==> src/rtl/cc_timer.sv <==
module cc_timer #(
  parameter int CNT_W     = 32,
  parameter int LINES     = 8,
  parameter int SEL_W     = $clog2(LINES),
  parameter bit REV2      = 1'b1,
  parameter logic [CNT_W-1:0] CNT_INIT = 1,
  parameter logic [CNT_W-1:0] CMP_INIT = 0
) (
  input  logic             clk,
  input  logic             rst_n,
  input  logic             tick_en,
  input  logic             count_wr,
  input  logic             compare_wr,
  input  logic [CNT_W-1:0] wr_data,
  input  logic             count_hold,
  input  logic [SEL_W-1:0] line_sel,
  output logic [CNT_W-1:0] count_rd,
  output logic             tmr_pending,
  output logic [LINES-1:0] irq_vec
);

  logic [CNT_W-1:0] cnt_q, cmp_q;
  logic             irq_q, pend_q;
  logic             run, hit, ack;

  assign run = tick_en & ~count_hold;
  assign hit = run & ~count_wr & ~compare_wr & (cnt_q == cmp_q);
  assign ack = compare_wr & ~count_hold;

  always_ff @(posedge clk or negedge rst_n) begin
    if (!rst_n) begin
      cnt_q <= CNT_INIT;
    end else if (count_wr) begin
      cnt_q <= wr_data;
    end else if (run) begin
      cnt_q <= cnt_q + 1'b1;
    end
  end

  always_ff @(posedge clk or negedge rst_n) begin
    if (!rst_n) begin
      cmp_q <= CMP_INIT;
    end else if (compare_wr) begin
      cmp_q <= wr_data;
    end
  end

  always_ff @(posedge clk or negedge rst_n) begin
    if (!rst_n) begin
      irq_q <= 1'b0;
    end else if (ack) begin
      irq_q <= 1'b0;
    end else if (hit) begin
      irq_q <= 1'b1;
    end
  end

  generate
    if (REV2) begin : g_pend
      always_ff @(posedge clk or negedge rst_n) begin
        if (!rst_n) begin
          pend_q <= 1'b0;
        end else if (ack) begin
          pend_q <= 1'b0;
        end else if (hit) begin
          pend_q <= 1'b1;
        end
      end
    end else begin : g_nopend
      assign pend_q = 1'b0;
    end
  endgenerate

  genvar i;
  generate
    for (i = 0; i < LINES; i++) begin : g_line
      assign irq_vec[i] = irq_q & (line_sel == SEL_W'(i));
    end
  endgenerate

  assign count_rd    = cnt_q;
  assign tmr_pending = pend_q;

endmodule


==> config.mk <==
export PLATFORM = sky130hd
export DESIGN_NAME = cc_timer
export DESIGN_NICKNAME = d
export VERILOG_FILES = /design/src/rtl/cc_timer.sv
export SDC_FILE = /design/constraint.sdc
export NUM_CORES = 1
export LEC_CHECK = 0
export CAP_MARGIN = 20
export CORE_AREA = 5 5 84 86
export CTS_CLUSTER_SIZE = 10
export DETAILED_ROUTE_END_ITERATION = 8
export DIE_AREA = 0 0 89 91
export DONT_BUFFER_PORTS = 1
export PLACE_DENSITY = 0.74
export SYNTH_ARGS = -nofsm -noshare
export SYNTH_HDL_FRONTEND = slang
export SYNTH_SLANG_ARGS = --single-unit
==> constraint.sdc <==
create_clock -name clk -period 1.8 [get_ports clk]
set_clock_uncertainty 0.05 [all_clocks]
set_input_delay 0.27 -clock clk [delete_from_list [all_inputs] [get_ports clk]]
set_output_delay 0.27 -clock clk [all_outputs]
set_load 0.01 [all_outputs]
Word level (Yosys, flattened, before mapping)
Index checks and enable logic that the tools add are counted.

Register bits after elaboration: 65. Bits of input ports: 41. Output and inout bits: 41. Word-level logic and storage cells: 35.

$add $sub $neg: 1. Equality and inequality tests: 8. Mux-type cells: 4. Bitwise gates (word level): 16. Reductions and logical operators: 3.

Operator list (count): 2-to-1 mux 32 bit (2); adder 32 x 1 -> 32 bit, second input constant (1); equality test 32 bit (1); AND 1 bit (13); equality test 3 bit, second input constant (4); equality test 3 x 2 -> 1 bit, second input constant (2); nonzero test 2 bit (2); equality test 3 x 1 -> 1 bit, second input constant (1); logical NOT 3 bit (1); NOT 1 bit (3); 2-to-1 mux 1 bit (2).

Logic depth before layout (Yosys ltp)
Word-level depth: 7. Depth in mapped cells: 7. Depth with buffers taken out: 6.

Least setup slack after synthesis
No wires, ideal clock.

Path type: reg2reg. From: reg cnt_q[0] (netlist: count_rd[0]). To: reg cnt_q[20] (netlist: count_rd[20]). Library setup time: 0.131 ns. Arrival: 1.810 ns. Data required time: 1.619 ns. Setup slack: -0.190 ns. Cell stages (with the launch flop): 7. Buffers on the path: 0. Clock period less this slack: 1.990 ns. Cells stage by stage: dfstp_2 > ha_1 > nand3b_1 > or4_4 > nor3_2 > xnor2_1 > o21ai_1.

Cells in the longest elaborated chain, start to end: 3.

Ends and longest elaborated chain: start: declaration (line 22) `logic [CNT_W-1:0] cnt_q, cmp_q;`; start signal: assignment (line 34) `cnt_q <= wr_data;`; start signal: assignment (line 36) `cnt_q <= cnt_q + 1'b1;`; adder 32 x 1 -> 32 bit (line 36); 2-to-1 mux 32 bit (line 35) `end else if (run) begin`; 2-to-1 mux 32 bit (line 33) `end else if (count_wr) begin`.

Every way passes these cells. The select of a mux whose other input is x is not followed. A chain may end at the register's enable or synchronous reset.

Worst setup path in the final report
From: reg cnt_q[0] (netlist: count_rd[0]). To: reg cnt_q[10] (netlist: count_rd[10]).

Same word-level chain as after synthesis.

==> results.toml <==
[drt]
wl_per_cell_um = 18.9
vias_per_cell = 5.80
drc = 0
drt_iter0_drc = 158
vias = 2661
first_pass_iters = 4
ant_nets = 0
wl_um = 8700

[timing]
final_max_slew_viol_count = 0
fin_crit_sh = 1.07
finalHoldViolCount = 80
finalSetupViolCount = 10
finalWorstSetupSlack_ps = -124
clock.fmax_ghz = 0.520
rsz0062_at_grt = "true"
max-slew-margin-rel = 0.737
min_period_ps = 1920
worst_slew_pin_slew_ps = 393
hold_slack_ps = -427

[floorplanning]
fp.dieH_um = 91
initial_core_util = 0.557
rows = 29
coreArea_mm2 = 0.00620
die_width_um = 89
pin_count = 82
dieArea_mm2 = 0.00810

[pwr]
p_int_uw = 2510
p_leak_uw = 0.00180
clkPwrFrac = 0.317
report.power.total_uw = 3470
combPwrFrac = 0.184
pwr_density_cell_mw_per_mm2 = 821
p_sw_uw = 961
p_sw_frac = 0.277
seqPwrFrac = 0.499
vdd_drop_max_mv = 0.625

[setup_path]
slowest_delay_ps = 570
cp.depth = 8
crit_path_cell_trace = "ha_4 -> nand3b_1 -> buf_6 -> nor3_4 -> buf_6 -> and3_4 -> xnor2_2 -> o21ai_1"
start_kind = "register"
cpMostUsedCell = "buf_6"
worst-setup-path-type = "register to register"
cp.required_ps = 1960
end_kind = "register"
r2r_cells = 8
crit_end = "count_rd[10]$_DFFE_PN0P_"
r2r-start = "count_rd[0]$_DFFE_PN1P_"
cp.buffers_inverters = 2
crit_start = "count_rd[0]$_DFFE_PN1P_"
ff2ff_setup_slack_ps = -120
cp_max_fo = 4
critPathTopFamily = "flip-flops"
cpMaxStageDelayCell = "dfstp_2"
reg2reg_to = "count_rd[10]$_DFFE_PN0P_"
arrival_ps = 2080

[synth]
yosysUniqueCellTypes = 35
synth_cells = 327
avgSynthCellArea_um2 = 10.6
ys_top_cells_by_area = "dfrtp_1 (46%), mux2_2 (11%), xor2_1 (11%)"
seq_area_frac_synth = 0.471
syn-num-nets = 369
yosys_warnings = 0
ys_ff_latch = 65
synth_top_area_share = 0.463
yosys.area.top_type = "dfrtp_1"
syn-cell-area_mm2 = 0.00346

[clocking]
cts_sinks = 65
htreeDepth = 3
worstSkewPairLatency_ps = 340
numCtsBuffers = 9
hold_buffers = 2
root_buffer = "clkbuf_8"
cts_max_path_buffers = 2
cts_tree = "yes"
clk_pin_slew_ps = 70

[finish]
diodes = 0
drive_gt1_frac = 0.340
mostFrequentLayoutCells = "dfrtp_1 (62), buf_4 (48), nand2_1 (43)"
final_common_cell = "dfrtp_1"
area_delta_synth_final_pct = 22.3
instances_no_fill = 459
nets = 419

[placement]
gp_congestion = 0.839
hpwl_um = 6210
dpl.cell_count = 437
portBuffers = 0

[flow_run]
max_cap_viol_count = 0

[global_routing]
track_usage = 0.221
grt_first_pass_wirelength_um = 13800
antenna_found_initial = 0
overflow = 0
grt_pass1_vias = 2736
grt_max_degree = 66

[hold_path]
hp-class = "primary input to async pin"

[outcome]
status = "complete, but fails checks"
violations = "negative hold slack, negative setup slack"
layer usage:
layer  track usage  vias up  routed length (µm)
li1              -     1242                   -
met1         0.275     1310                3360
met2         0.369       91                4440
met3        0.0643       18                 710
met4        0.0658        0                 180
met5             0        -                   0
repair_timing:
item,4_1_cts,5_1_grt
setup buffers,3,2
cloned,0,0
hold endpoints to repair,89,83
resized for setup,10,23
setup endpoints to repair,12,26
pin swaps,8,18
state kept, by name, summed over array words and instances, names as in the netlist:
register and cells:
cmp_q 32, count_rd 32, irq_q 1
final cells by class:
cell class | instances | area [µm²]
clock inverter | 3 | 15.0
inverter | 3 | 11.3
clock buffer | 13 | 159
fill | 455 | 1980
multi-input combinational | 244 | 1890
sequential | 65 | 1630
tap | 77 | 96.3
timing repair buffer | 54 | 425
kinds of logic after synthesis:
| group | after synthesis | share of synthesized area |
|---|---|---|
| adders and majority gates | 1 | 0.00362 |
| DFF | 65 | 0.471 |
| AOI/OAI and AO/OA | 32 | 0.0496 |
| xor gates and xnor gates | 63 | 0.160 |
| muxes | 35 | 0.114 |
| and+or+nand+nor | 113 | 0.180 |
| buffers and inverters | 18 | 0.0224 |
metrics by stage:
step	TNS, ps	utilization	area, µm²	worst slack [ps]
final	-519	0.681	4230	-124
after floorplan	-467	-	3470	-121
after CTS	-1020	0.663	4110	-125
after global routing	-2550	0.681	4230	-231
after detailed placement	-624	0.622	3860	-194
after global placement	-288	0.622	3860	-111
how the worst min path moves through the flow:
stage               start                  endpoint  slack [ps]  cells past startpoint
finish              rst_n  count_rd[29]$_DFFE_PN0P_        -430                      0
global route        rst_n     cmp_q[31]$_DFFE_PN0P_        -450                      0
CTS                 rst_n  count_rd[29]$_DFFE_PN0P_        -430                      0
detailed placement  rst_n     cmp_q[31]$_DFFE_PN0P_         -70                      0
global placement    rst_n     cmp_q[31]$_DFFE_PN0P_         -70                      0
floorplan           rst_n      cmp_q[0]$_DFFE_PN0P_         -80                      0
synthesized netlist by cell type:
master    number
nand2b_1       3
nand3_1        8
o41ai_2        1
nor2b_1        1
o21ai_0       22
dfrtp_1       64
clkbuf_1      12
xor2_1        42
nand4_2        1
nor3b_2        1
ha_1           1
buf_6          1
nor4b_1        1
nand4_1       17
xnor2_1       21
and4_1         2
nor3_1         4
nor3_2         4
nor2_1        10
inv_1          3
nor4_2         2
nand3b_1       1
nor3b_1        1
nor4_1         4
mux2i_1        1
mux2_2        34
or4_1          1
dfstp_2        1
buf_2          2
nand4b_1       1
and4b_1        1
and3_1         6
o21ai_1        9
nand2_1       43
or4_4          1
worst register-to-register path, delay by kind of cell, from the launching register on:
family,cells,cell delay [ps]
buf+inv,2,310
simple gates,3,480
compound gates,1,120
xor+xnor,1,120
flops,1,570
fa+ha+maj,1,140
power groups by stage:
stage	logic, µW	clock network (µW)	registers [µW]
after floorplan	343	0	1790
after global placement	585	0	1740
after detailed placement	598	0	1750
after CTS	620	1110	1730
after global routing	694	1180	1750
final	637	1100	1730
No activity file was read; power rests on OpenSTA's default activity.
